--- config.mk ---
export PLATFORM = sky130hd
export DESIGN_NAME = serial_irq_vec
export DESIGN_NICKNAME = d
export VERILOG_FILES = /design/src/rtl/siv_pkg.sv /design/src/rtl/siv_req_eval.sv /design/src/rtl/siv_cmd_dec.sv /design/src/rtl/serial_irq_vec.sv
export SDC_FILE = /design/constraint.sdc
export NUM_CORES = 1
export LEC_CHECK = 0
export BUFFER_PORTS_ARGS = -buffer_cell sky130_fd_sc_hd__buf_2
export CAP_MARGIN = 10
export CORE_AREA = 4 4 47 49
export DETAILED_ROUTE_END_ITERATION = 10
export DIE_AREA = 0 0 51 53
export PLACE_DENSITY_LB_ADDON = 0.08
export SYNTH_ARGS = -nofsm -noshare
export SYNTH_HDL_FRONTEND = slang
export SYNTH_HIERARCHICAL = 1
export SYNTH_SLANG_ARGS = --single-unit
--- constraint.sdc ---
create_clock -name clk -period 1.5 [get_ports clk]
set_input_delay 0.075 -clock clk [delete_from_list [all_inputs] [get_ports clk]]
set_output_delay 0.075 -clock clk [all_outputs]
set_load 0.02 [all_outputs]
--- src/rtl/siv_pkg.sv ---
package siv_pkg;
    localparam int NCH    = 2;
    localparam int REG_W  = 8;
    localparam int CODE_W = 3;

    localparam logic [CODE_W-1:0] CMD_RST_IUS = 3'b111;
    localparam logic [CODE_W-1:0] CMD_RST_TXP = 3'b101;

    typedef enum logic [2:0] {
        VK_NONE = 3'd0,
        VK_RXA  = 3'd1,
        VK_RXB  = 3'd2,
        VK_TXA  = 3'd3,
        VK_TXB  = 3'd4
    } vkind_e;

    typedef struct packed {
        logic [NCH-1:0] rxp;
        logic [NCH-1:0] txp;
        logic [NCH-1:0] rius;
        logic [NCH-1:0] tius;
        vkind_e         vk;
    } siv_state_t;

    function automatic vkind_e rx_kind(input int ch);
        return (ch == 0) ? VK_RXA : VK_RXB;
    endfunction

    function automatic vkind_e tx_kind(input int ch);
        return (ch == 0) ? VK_TXA : VK_TXB;
    endfunction

    function automatic logic [REG_W-1:0] vec_code(input vkind_e k, input logic hi);
        logic [REG_W-1:0] v;
        case (k)
            VK_RXA:  v = hi ? 8'h30 : 8'h0C;
            VK_RXB:  v = hi ? 8'h20 : 8'h04;
            VK_TXA:  v = hi ? 8'h10 : 8'h08;
            VK_TXB:  v = 8'h00;
            default: v = hi ? 8'h60 : 8'h06;
        endcase
        return v;
    endfunction
endpackage

--- src/rtl/siv_req_eval.sv ---
module siv_req_eval (
    input  logic       tx_ien,
    input  logic [1:0] rx_mode,
    input  logic       brk_ien,
    input  logic       brk,
    input  logic       rxp,
    input  logic       txp,
    output logic       req,
    output logic [2:0] pbits
);
    logic rx_on;
    logic tx_src;
    logic rx_src;
    logic ex_src;

    always_comb begin
        rx_on  = (rx_mode == 2'b01) || (rx_mode == 2'b10);
        tx_src = tx_ien & txp;
        rx_src = rx_on & rxp;
        ex_src = brk_ien & brk;
        req    = tx_src | rx_src | ex_src;
        pbits  = {rxp, tx_src, ex_src};
    end
endmodule

--- src/rtl/siv_cmd_dec.sv ---
module siv_cmd_dec
    import siv_pkg::*;
(
    input  logic              cmd_we,
    input  logic              cmd_ch,
    input  logic [CODE_W-1:0] cmd_code,
    output logic [NCH-1:0]    ius_rst,
    output logic [NCH-1:0]    txp_rst
);
    always_comb begin
        ius_rst = '0;
        txp_rst = '0;
        if (cmd_we) begin
            if (cmd_code == CMD_RST_IUS) ius_rst[cmd_ch] = 1'b1;
            if (cmd_code == CMD_RST_TXP) txp_rst[cmd_ch] = 1'b1;
        end
    end
endmodule

--- src/rtl/serial_irq_vec.sv ---
module serial_irq_vec
    import siv_pkg::*;
(
    input  logic                      clk,
    input  logic                      rst_n,
    input  logic                      hi_sel,
    input  logic [NCH-1:0]            tx_ien,
    input  logic [NCH-1:0][1:0]       rx_mode,
    input  logic [NCH-1:0]            brk_ien,
    input  logic [NCH-1:0]            brk,
    input  logic                      cmd_we,
    input  logic                      cmd_ch,
    input  logic [CODE_W-1:0]         cmd_code,
    input  logic [NCH-1:0]            tx_wr,
    input  logic [NCH-1:0]            rx_rd,
    input  logic [NCH-1:0]            tx_done,
    input  logic [NCH-1:0]            rx_evt,
    output logic                      irq_o,
    output logic [REG_W-1:0]          pend_o,
    output logic [REG_W-1:0]          vec_o
);
    localparam int PB_W = 3;

    siv_state_t st_d, st_q;
    logic [NCH-1:0]          ius_rst;
    logic [NCH-1:0]          txp_rst;
    logic [NCH-1:0]          ch_req;
    logic [NCH-1:0][PB_W-1:0] ch_pb;

    siv_cmd_dec i_dec (
        .cmd_we   (cmd_we),
        .cmd_ch   (cmd_ch),
        .cmd_code (cmd_code),
        .ius_rst  (ius_rst),
        .txp_rst  (txp_rst)
    );

    for (genvar g = 0; g < NCH; g++) begin : g_ch
        siv_req_eval i_req (
            .tx_ien  (tx_ien[g]),
            .rx_mode (rx_mode[g]),
            .brk_ien (brk_ien[g]),
            .brk     (brk[g]),
            .rxp     (st_q.rxp[g]),
            .txp     (st_q.txp[g]),
            .req     (ch_req[g]),
            .pbits   (ch_pb[g])
        );
    end

    always_comb begin
        st_d = st_q;
        // commands first
        for (int c = 0; c < NCH; c++) begin
            if (ius_rst[c]) begin
                if (st_d.rius[c]) begin
                    st_d.rius[c] = 1'b0;
                    if (st_d.txp[c]) begin
                        st_d.tius[c] = 1'b1;
                        st_d.vk      = tx_kind(c);
                    end
                end else begin
                    st_d.tius[c] = 1'b0;
                end
            end
            if (txp_rst[c]) begin
                st_d.txp[c]  = 1'b0;
                st_d.tius[c] = 1'b0;
                st_d.vk      = VK_NONE;
                if (st_d.rxp[c]) begin
                    st_d.rius[c] = 1'b1;
                    st_d.vk      = rx_kind(c);
                end
            end
        end
        // host accesses next
        for (int c = 0; c < NCH; c++) begin
            if (tx_wr[c]) st_d.txp[c] = 1'b0;
            if (rx_rd[c]) begin
                st_d.rxp[c]  = 1'b0;
                st_d.rius[c] = 1'b0;
                st_d.vk      = VK_NONE;
                if (st_d.txp[c]) begin
                    st_d.tius[c] = 1'b1;
                    st_d.vk      = tx_kind(c);
                end
            end
        end
        // channel events last
        for (int c = 0; c < NCH; c++) begin
            if (tx_done[c]) begin
                st_d.txp[c] = 1'b1;
                if (!st_d.rius[c]) begin
                    st_d.tius[c] = 1'b1;
                    st_d.vk      = tx_kind(c);
                end
            end
            if (rx_evt[c]) begin
                st_d.rxp[c]  = 1'b1;
                st_d.rius[c] = 1'b1;
                st_d.vk      = rx_kind(c);
            end
        end
    end

    always_ff @(posedge clk or negedge rst_n) begin
        if (!rst_n) begin
            st_q <= '{rxp: '0, txp: '0, rius: '0, tius: '0, vk: VK_NONE};
        end else begin
            st_q <= st_d;
        end
    end

    assign irq_o  = |ch_req;
    assign pend_o = {{(REG_W - 2*PB_W){1'b0}}, ch_pb[0], ch_pb[1]};
    assign vec_o  = vec_code(st_q.vk, hi_sel);


    b_rx_last_chk: assert property (@(posedge clk) disable iff (!rst_n)
        rx_evt[1] |=> (st_q.vk == VK_RXB));


    a_rx_vec_chk: assert property (@(posedge clk) disable iff (!rst_n)
        (rx_evt[0] && !rx_evt[1] && !tx_done[1]) |=> (st_q.vk == VK_RXA) && st_q.rius[0]);


    tx_wr_clear_chk: assert property (@(posedge clk) disable iff (!rst_n)
        (tx_wr[0] && !tx_done[0]) |=> !st_q.txp[0]);


    rx_rd_clear_chk: assert property (@(posedge clk) disable iff (!rst_n)
        (rx_rd[1] && !rx_evt[1]) |=> !st_q.rxp[1] && !st_q.rius[1]);


    txp_rst_chk: assert property (@(posedge clk) disable iff (!rst_n)
        (cmd_we && cmd_code == CMD_RST_TXP && !tx_done[cmd_ch]) |=> !st_q.txp[$past(cmd_ch)]);


    irq_has_source_chk: assert property (@(posedge clk) disable iff (!rst_n)
        irq_o |-> (pend_o != '0));


    tx_defer_chk: assert property (@(posedge clk) disable iff (!rst_n)
        (st_q.rius[0] && tx_done[0] && !cmd_we && !rx_rd[0] && !rx_evt[0]
         && !rx_evt[1] && !tx_done[1] && !rx_rd[1])
        |=> $stable(st_q.vk));
endmodule

==> flow_metrics.tcl, run 1 <==
set metrics [dict create \
    hold_viol 0 \
    crit_path_max_incr_delay_ps 400 \
    crit_chain "and2_4, a211o_1, or2_4, buf_6" \
    drive_above_1_share 0.449 \
    syn_avg_cell_area_um2 8.45 \
    post_drt_wl_per_cell_um 12.3 \
    hold_depth 2 \
    fp-row-count 16 \
    ctsRootBufferMaster "clkbuf_4" \
    drtPass1Iterations 4 \
    hold_end "st_q[0]$_DFF_PN0_" \
    postRouteAntennaNets 0 \
    overflow 0 \
    cellPowerDensity_mw_per_mm2 722 \
    clock-skew-final_ps 4.57 \
    fmax_ghz 0.684 \
    synth_edf_count 0 \
    required_ps 1420 \
    status "completed" \
    yosys_warnings 6 \
    finalCritPeriodShare 0.975 \
    grt_use_total 0.150 \
    fp.dieW_um 51 \
    cts_buffers 3 \
    critPathSlowestCell "dfrtp_1" \
    top_level_ports 43 \
    clockBufferDepth 2 \
    core_area_mm2 0.00186 \
    routabilityCongestion 0.781 \
    ys_ff_latch 9 \
    synth_flop_cell "dfrtp_1" \
    die_h_um 53 \
    hold_ws_ps 31.5 \
    syn_inst 86 \
    drc_errors 0 \
    post-route-min-period_ps 1460 \
    cp-end-kind "output port" \
    crit_type "reg2out" \
    wl_um 1890 \
    drt_iter0_markers 19 \
    cts_tree "done" \
    worst_ep_arrival_time_ps 1390 \
    fin_area_um2 987 \
    top_register "st_q" \
    hold_class "in2reg" \
    dp_hpwl_um 1530 \
    min_from "rx_evt[1]" \
    syn2layout_area_growth_pct 35.8 \
    clkLatencyLatePin_ps 260 \
    largest_reg_flops 9 \
    slew_violations 0 \
    grt_pass1_vias 739 \
    finalSetupViolCount 0 \
    diodes 0 \
    mappedNetlistArea_um2 727 \
    top_regs "st_q: 9 flops" \
    antenna_found_initial 0 \
    port-buffer-count 38 \
    timing.rr.start "st_q[7]$_DFF_PN0_" \
    synth.yosys.seq_area_share 0.310 \
    startpoint_type "flip-flop" \
    synthTopCellsByCount "10 x buf_4, 9 x dfrtp_1, 6 x and2_1, 6 x inv_1, 6 x nor2_1" \
    synth.area.top_cells "dfrtp_1 31%, buf_4 10%, and2_1 5.2%, nor2b_1 4.3%, a211o_1 3.6%" \
    drv_cap 0 \
    placed_area_um2 895 \
    r2r.worst_path.cells 5 \
    r2r_end "st_q[0]$_DFF_PN0_" \
    grt_max_degree 10 \
    critPathMaxFanout 3 \
    start_util 0.390 \
    r2r_slack_ps 90 \
    synth_top_area_frac 0.310 \
    clkTransAtPathRegs_ps 70 \
    synth_top_cell_by_area "dfrtp_1" \
    synth_most_common_cell "buf_4" \
    clock-sinks 9 \
    power.leakage_nw 0.498 \
    synth_cell_types 36 \
    vias 751 \
    die-area_mm2 0.00270 \
    rsz0062_at_grt "yes" \
    final_nets 154 \
    htreeDepth 1 \
    ir_drop_mv 0.355 \
    vias_per_cell 4.88 \
    grt_pass1_wl_um 3030 \
    async_reset_ff_frac 1.00 \
]
## timing repair
item                                   4_1_cts  5_1_grt
buffers inserted                             2        2
pin swaps                                    0        2
gates resized for setup                      4        4
hold buffers                                 1        0
endpoints found under the hold margin        9        0
setup endpoints to repair                    1        4
## cell usage in the layout, fill, tap and decap left out, drive strengths merged, types with 2 or more instances in the layout
cell type | netlist | routed
dfrtp | 9 | 9
inv | 6 | 6
and2 | 6 | 6
conb | 1 | 4
xor2 | 2 | 2
buf | 10 | 43
a31oi | 3 | 3
clkbuf | 0 | 4
nor2 | 6 | 6
nand2 | 4 | 4
a21oi | 5 | 5
o21ai | 2 | 2
nor2b | 5 | 5
nor3 | 3 | 3
nand2b | 4 | 4
a211o | 3 | 3
## where the power goes
group | internal (mW) | switching [mW]
clock | 0.103 | 0.0902
combinational | 0.113 | 0.130
sequential | 0.260 | 0.0180
total | 0.475 | 0.238
## metal layers
layer | global-route usage | vias up | wire length [µm]
li1 | - | 369 | -
met1 | 0.167 | 349 | 767
met2 | 0.281 | 33 | 1000
met3 | 0.0197 | 0 | 121
met4 | 0.0673 | 0 | 0
met5 | 0 | - | 0
## kinds of logic (layout without fill, tap and decap cells)
| group | after synthesis | count (layout) | share of synthesized area |
|---|---|---|---|
| AND/OR/NAND/NOR | 34 | 34 | 0.279 |
| AO/OA/AOI/OAI | 23 | 23 | 0.236 |
| buffers and inverters | 16 | 54 | 0.134 |
| flip-flops | 9 | 9 | 0.310 |
| XOR/XNOR | 3 | 3 | 0.0362 |
| other | 1 | 4 | 0.00516 |
## how the worst max path moves through the flow
stage	from	endpoint	slack (ps)	depth (start not counted)
after global placement	cmd_ch	st_q[0]$_DFF_PN0_	-30	8
after floorplan	cmd_ch	st_q[0]$_DFF_PN0_	150	6
after global routing	st_q[8]$_DFF_PN0_	irq_o	-40	4
final	st_q[8]$_DFF_PN0_	irq_o	40	4
after detailed placement	cmd_ch	st_q[0]$_DFF_PN0_	0.9	8
after CTS	st_q[8]$_DFF_PN0_	irq_o	20	4
## metrics by stage
step                cells  TNS (ps)  utilization  power, mW  setup WS (ps)
floorplan              89         0            -      0.431            149
global placement      145     -27.9        0.481      0.496          -27.9
detailed placement    145         0        0.481      0.500          0.870
CTS                   152         0        0.514      0.710           20.1
global route          154     -41.2        0.530      0.766          -41.2
finish                154         0        0.530      0.713           37.9
## critical path, delay by kind of cell, from the launching register on
family | cells | cell delay (ps)
buffers and inverters | 1 | 130
and+or+nand+nor | 2 | 390
DFF | 1 | 400
AOI/OAI and AO/OA | 1 | 220
## cell type report
cell class / count / area [µm²]
Fill cell: 192 / 875
Multi-Input combinational cell: 64 / 435
Timing Repair Buffer: 44 / 244
Sequential cell: 9 / 225
Tap cell: 27 / 33.8
Clock buffer: 4 / 26.3
Inverter: 6 / 22.5
No activity file was read; power rests on OpenSTA's default activity.
==> run 2, diff against run 1 <==
- CORE_AREA: 4 4 47 49 -> 4 4 48 50
- DIE_AREA: 0 0 51 53 -> 0 0 52 54
- PLACE_DENSITY: not set -> 0.84
- PLACE_DENSITY_LB_ADDON: 0.08 -> not set
- SYNTH_HIERARCHICAL: 1 -> not set
==> run 2 against run 1 <==
Net effect: setup slack better by 150 ps; clock skew is 1.7 ps lower; non-clock buffer count is 5 lower; routed wire length is 5.5% higher; global-route usage is 0.53 points higher; first-iteration DRC count is 26% higher; final area is 0.63% lower; power is 1.6% lower; worst hold slack worse by 3.0 ps; flip-flop and latch count stayed put; count of clock-buffer cells in the layout stayed put.
==> flow_metrics.tcl, run 2 <==
set metrics [dict create \
    async_reset_ff_frac 1.00 \
    layout_common_cells "38 x buf_2, 12 x inv_1, 9 x dfrtp_1" \
    worst_ep_arrival_time_ps 1240 \
    synth_top_area_frac 0.280 \
    fp-row-count 16 \
    fin_cells 158 \
    hold_depth 2 \
    cts_tree "done" \
    final_nets 158 \
    cts_buffers 3 \
    core_area_mm2 0.00190 \
    final_util 0.516 \
    clkTransAtPathRegs_ps 60 \
    start_util 0.423 \
    crit_type "reg2out" \
    top_regs "st_q: 9 flops" \
    yosys_warnings 0 \
    hold_class "in2reg" \
    wl_um 1990 \
    port-buffer-count 38 \
    syn2layout_area_growth_pct 21.9 \
    synth_cell_types 40 \
    drv_cap 0 \
    tns_ps 0 \
    clkLatencyLatePin_ps 260 \
    fmax_ghz 0.760 \
    status "completed" \
    diodes 0 \
    grt_use_total 0.155 \
    required_ps 1420 \
    synth.area.top_cells "dfrtp_1 28%, buf_4 9.3%, inv_1 5.6%, and2_1 4.7%, a2111oi_4 3.4%" \
    critPathTopFamily "flip-flops" \
    grt_pass1_vias 772 \
    critPathMaxFanout 6 \
    ctsRootBufferMaster "clkbuf_4" \
    mappedNetlistArea_um2 805 \
    fp.dieW_um 52 \
    grt_pass1_wl_um 3270 \
    clock-skew-final_ps 2.88 \
    clock-sinks 9 \
    die-area_mm2 0.00281 \
    cp-end-kind "output port" \
    vias 821 \
    crit_chain "nor3b_1, a211oi_1, buf_2" \
    min_from "rx_evt[1]" \
    routabilityCongestion 0.927 \
    syn_inst 98 \
    ctsResizeCount 0 \
    ir_drop_mv 0.369 \
    hold_end "st_q[0]$_DFF_PN0_" \
    dp_hpwl_um 1690 \
    place_inst 153 \
    timing.rr.start "st_q[8]$_DFF_PN0_" \
    rsz0062_at_grt "no" \
    cellPowerDensity_mw_per_mm2 715 \
    r2r_end "st_q[0]$_DFF_PN0_" \
    synthTopCellsByCount "12 x inv_1, 10 x buf_4, 9 x dfrtp_1" \
    r2r_slack_ps 190 \
    p_total_mw 0.701 \
    clockBufferDepth 2 \
    post-route-min-period_ps 1320 \
    htreeDepth 1 \
    finalSetupViolCount 0 \
    overflow 0 \
    postRouteAntennaNets 0 \
    placed_area_um2 945 \
    critPathSlowestCell "dfrtp_1" \
    finalCritPeriodShare 0.878 \
    power.leakage_nw 0.484 \
    fillers 186 \
    vias_per_cell 5.20 \
    post_drt_wl_per_cell_um 12.6 \
    hold_viol 0 \
    crit_path_max_incr_delay_ps 440 \
    synth_most_common_cell "inv_1" \
    largest_reg_flops 9 \
    synth_edf_count 0 \
    top_level_ports 43 \
    r2r.worst_path.cells 4 \
    syn_avg_cell_area_um2 8.21 \
    final_common_cell "buf_2" \
    ys_ff_latch 9 \
    crit_buf_inv 1 \
    drc_errors 0 \
    drtPass1Iterations 4 \
    top_register "st_q" \
    fin_area_um2 981 \
    synth_top_cell_by_area "dfrtp_1" \
    drive_above_1_share 0.374 \
    die_h_um 54 \
    slew_violations 0 \
    drt_iter0_markers 24 \
    startpoint_type "flip-flop" \
    antenna_found_initial 0 \
    synth.yosys.seq_area_share 0.280 \
    cts_setup_buffers 0 \
    grt_max_degree 11 \
    synth_flop_cell "dfrtp_1" \
]
[run 2: worst max-delay path by stage]
stage / startpoint / end / slack, ps / cells past startpoint
after detailed placement: cmd_ch / st_q[0]$_DFF_PN0_ / 180 / 5
after CTS: st_q[1]$_DFF_PN0_ / vec_o[5] / 170 / 3
after global routing: st_q[0]$_DFF_PN0_ / vec_o[5] / 30 / 3
after floorplan: st_q[0]$_DFF_PN0_ / vec_o[2] / 310 / 2
final: st_q[1]$_DFF_PN0_ / vec_o[5] / 180 / 3
after global placement: st_q[6]$_DFF_PN0_ / st_q[0]$_DFF_PN0_ / 190 / 4
[run 2: cell type report]
class,count,area (µm²),share of cell area
repair buffers,39,200,0.204
multi-input cells,67,450,0.459
inverters,12,45.0,0.0459
well taps,27,33.8,0.0344
flip-flops and latches,9,225,0.230
clock buffers,4,26.3,0.0268
[run 2: cell families after synthesis]
family	count (synthesis)	share of synthesized area
other	1	0.00466
xor gates and xnor gates	3	0.0327
DFF	9	0.280
buffers and inverters	25	0.174
and+or+nand+nor	31	0.222
AOI/OAI and AO/OA	29	0.286
[run 2: per-stage QoR]
stage                     hold WS (ps)  setup WS (ps)
final                             28.5            183
after global routing              36.2           29.6
after CTS                         23.7            169
after detailed placement         -63.6            178
after global placement           -67.3            194
after floorplan                   -221            311
[run 2: metal layers]
| metal | global-route usage | vias to the layer above | wire, µm |
|---|---|---|---|
| met2 | 0.262 | 55 | 977 |
| met1 | 0.196 | 357 | 798 |
| li1 | - | 401 | - |
| met3 | 0.00554 | 8 | 183 |
| met4 | 0.0961 | 0 | 35 |
| met5 | 0 | - | 0 |
[run 2: power breakdown]
| part | internal [mW] | total, mW | switching, mW |
|---|---|---|---|
| clock network | 0.102 | 0.185 | 0.0828 |
| logic | 0.0959 | 0.235 | 0.140 |
| registers | 0.261 | 0.281 | 0.0198 |
[run 2: worst reg2reg max path, stage by stage (launching register included)]
cell,delay (ps)
dfrtp_1,400
and3_2,240
o221ai_1,190
o211ai_1,140
a311oi_1,260
[run 2: timing repair]
item / 4_1_cts / 5_1_grt
setup endpoints to repair: 0 / 0
hold buffers: 1 / 0
hold endpoints to repair: 9 / 0
==> run 3, diff against run 2 <==
- CORE_AREA: 4 4 48 50 -> 2 2 45 47
- DIE_AREA: 0 0 52 54 -> 0 0 47 49
- PLACE_DENSITY: 0.84 -> 0.83
- SYNTH_HIERARCHICAL: not set -> 1
==> run 3 against run 2 <==
Net effect: die area is 18% lower; highest routed layer unchanged; critical endpoint is now irq_o; clock skew grew 1.4 ps; utilization grew 0.73 points; sequential power down 1%; sequential share of layout area up 0.42 points; final cell count shrank 3.8%; global-route usage rose by 1.4 points; via count shrank 9.1%; largest cell class unchanged; critical path depth rose by 1; power shrank 0.52%; combinational power is essentially flat; setup slack lost 140 ps.
==> flow_metrics.tcl, run 3 (synthesis gave the netlist of run 1 again) <==
set metrics [dict create \
    cp-end-kind "output port" \
    largest_reg_flops 9 \
    critPathTopFamily "flip-flops" \
    syn2layout_area_growth_pct 32.5 \
    postRouteAntennaNets 0 \
    htreeDepth 1 \
    fin_area_um2 963 \
    rsz0062_at_grt "no" \
    wl_um 1760 \
    drt_iter0_markers 17 \
    crit_type "reg2out" \
    ir_drop_mv 0.435 \
    routabilityCongestion 0.948 \
    final_common_cell "buf_2" \
    clock-skew-final_ps 4.33 \
    preCtsSetupSlack_ps -13.6 \
    cts_buffers 3 \
    die-area_mm2 0.00230 \
    vias 746 \
    r2r_slack_ps 110 \
    final_nets 152 \
    start_util 0.395 \
    finalCritPeriodShare 0.974 \
    top_level_ports 43 \
    fin_cells 152 \
    clkLatencyLatePin_ps 260 \
    tns_ps 0 \
    placed_area_um2 895 \
    ctsRootBufferMaster "clkbuf_4" \
    port-buffer-count 38 \
    critPathSlowestCell "dfrtp_1" \
    clock-sinks 9 \
    fmax_ghz 0.684 \
    slew_violations 0 \
    crit_buf_inv 1 \
    post-route-min-period_ps 1460 \
    finalSetupViolCount 0 \
    critPathMaxFanout 3 \
    p_total_mw 0.698 \
    startpoint_type "flip-flop" \
    layout_common_cells "37 x buf_2, 9 x dfrtp_1, 6 x inv_1, 6 x nor2_1" \
    final_util 0.523 \
    post_drt_wl_per_cell_um 11.6 \
    grt_pass1_vias 723 \
    top_register "st_q" \
    diodes 0 \
    grt_use_total 0.169 \
    grt_pass1_wl_um 2900 \
    drtPass1Iterations 4 \
    fp-row-count 16 \
    hold_class "in2reg" \
    overflow 0 \
    cellPowerDensity_mw_per_mm2 724 \
    grt_max_degree 10 \
    die_h_um 49 \
    vias_per_cell 4.91 \
    status "completed" \
    power.leakage_nw 0.485 \
    fp.dieW_um 47 \
    antenna_found_initial 0 \
    hold_ws_ps 31.3 \
    clkTransAtPathRegs_ps 60 \
    worst_ep_arrival_time_ps 1390 \
    place_inst 145 \
    dp_hpwl_um 1450 \
    clockBufferDepth 2 \
    setup_slack_ps 38.4 \
    hold_viol 0 \
    drv_cap 0 \
    crit_path_max_incr_delay_ps 390 \
    crit_chain "and2_4, a211o_1, or2_4, buf_6" \
    required_ps 1420 \
    top_regs "st_q: 9 flops" \
    drive_above_1_share 0.424 \
    core_area_mm2 0.00184 \
    cts_tree "done" \
    drc_errors 0 \
]
==> run 3: what timing repair did <==
item / CTS / global route
resized for setup: 4 / 2
endpoints found under the setup margin: 1 / 1
setup buffers: 2 / 0
hold buffers: 1 / 0
endpoints found under the hold margin: 9 / 0
pin swaps: 0 / 1
==> run 3: routing by layer <==
metal  track usage  part of all wire
met5             0                 0
met4        0.0648            0.0096
met3        0.0111             0.057
met2         0.290              0.53
met1         0.210              0.40
==> run 3: cell type report <==
type	instances	area, µm²
tap	27	33.8
timing repair buffer	42	229
sequential	9	225
fill	192	878
inverter	6	22.5
clock buffer	4	26.3
multi-input combinational	64	427
==> run 3: final timing paths <==
kind | start | to | depth (start not counted)
min in group asynchronous | rst_n | st_q[8]$_DFF_PN0_ | 2
max reg2reg | st_q[7]$_DFF_PN0_ | st_q[0]$_DFF_PN0_ | 5
max in group asynchronous | rst_n | st_q[5]$_DFF_PN0_ | 2
max | st_q[8]$_DFF_PN0_ | irq_o | 4
min | rx_evt[1] | st_q[0]$_DFF_PN0_ | 2
min reg2reg | st_q[9]$_DFFE_PN0P_ | st_q[9]$_DFFE_PN0P_ | 2
==> run 3: report_power, final <==
part	switching (mW)	internal (mW)	leakage, nW	total [mW]
logic	0.128	0.107	0.368	0.235
clock network	0.0840	0.102	0.0150	0.186
registers	0.0166	0.260	0.102	0.277
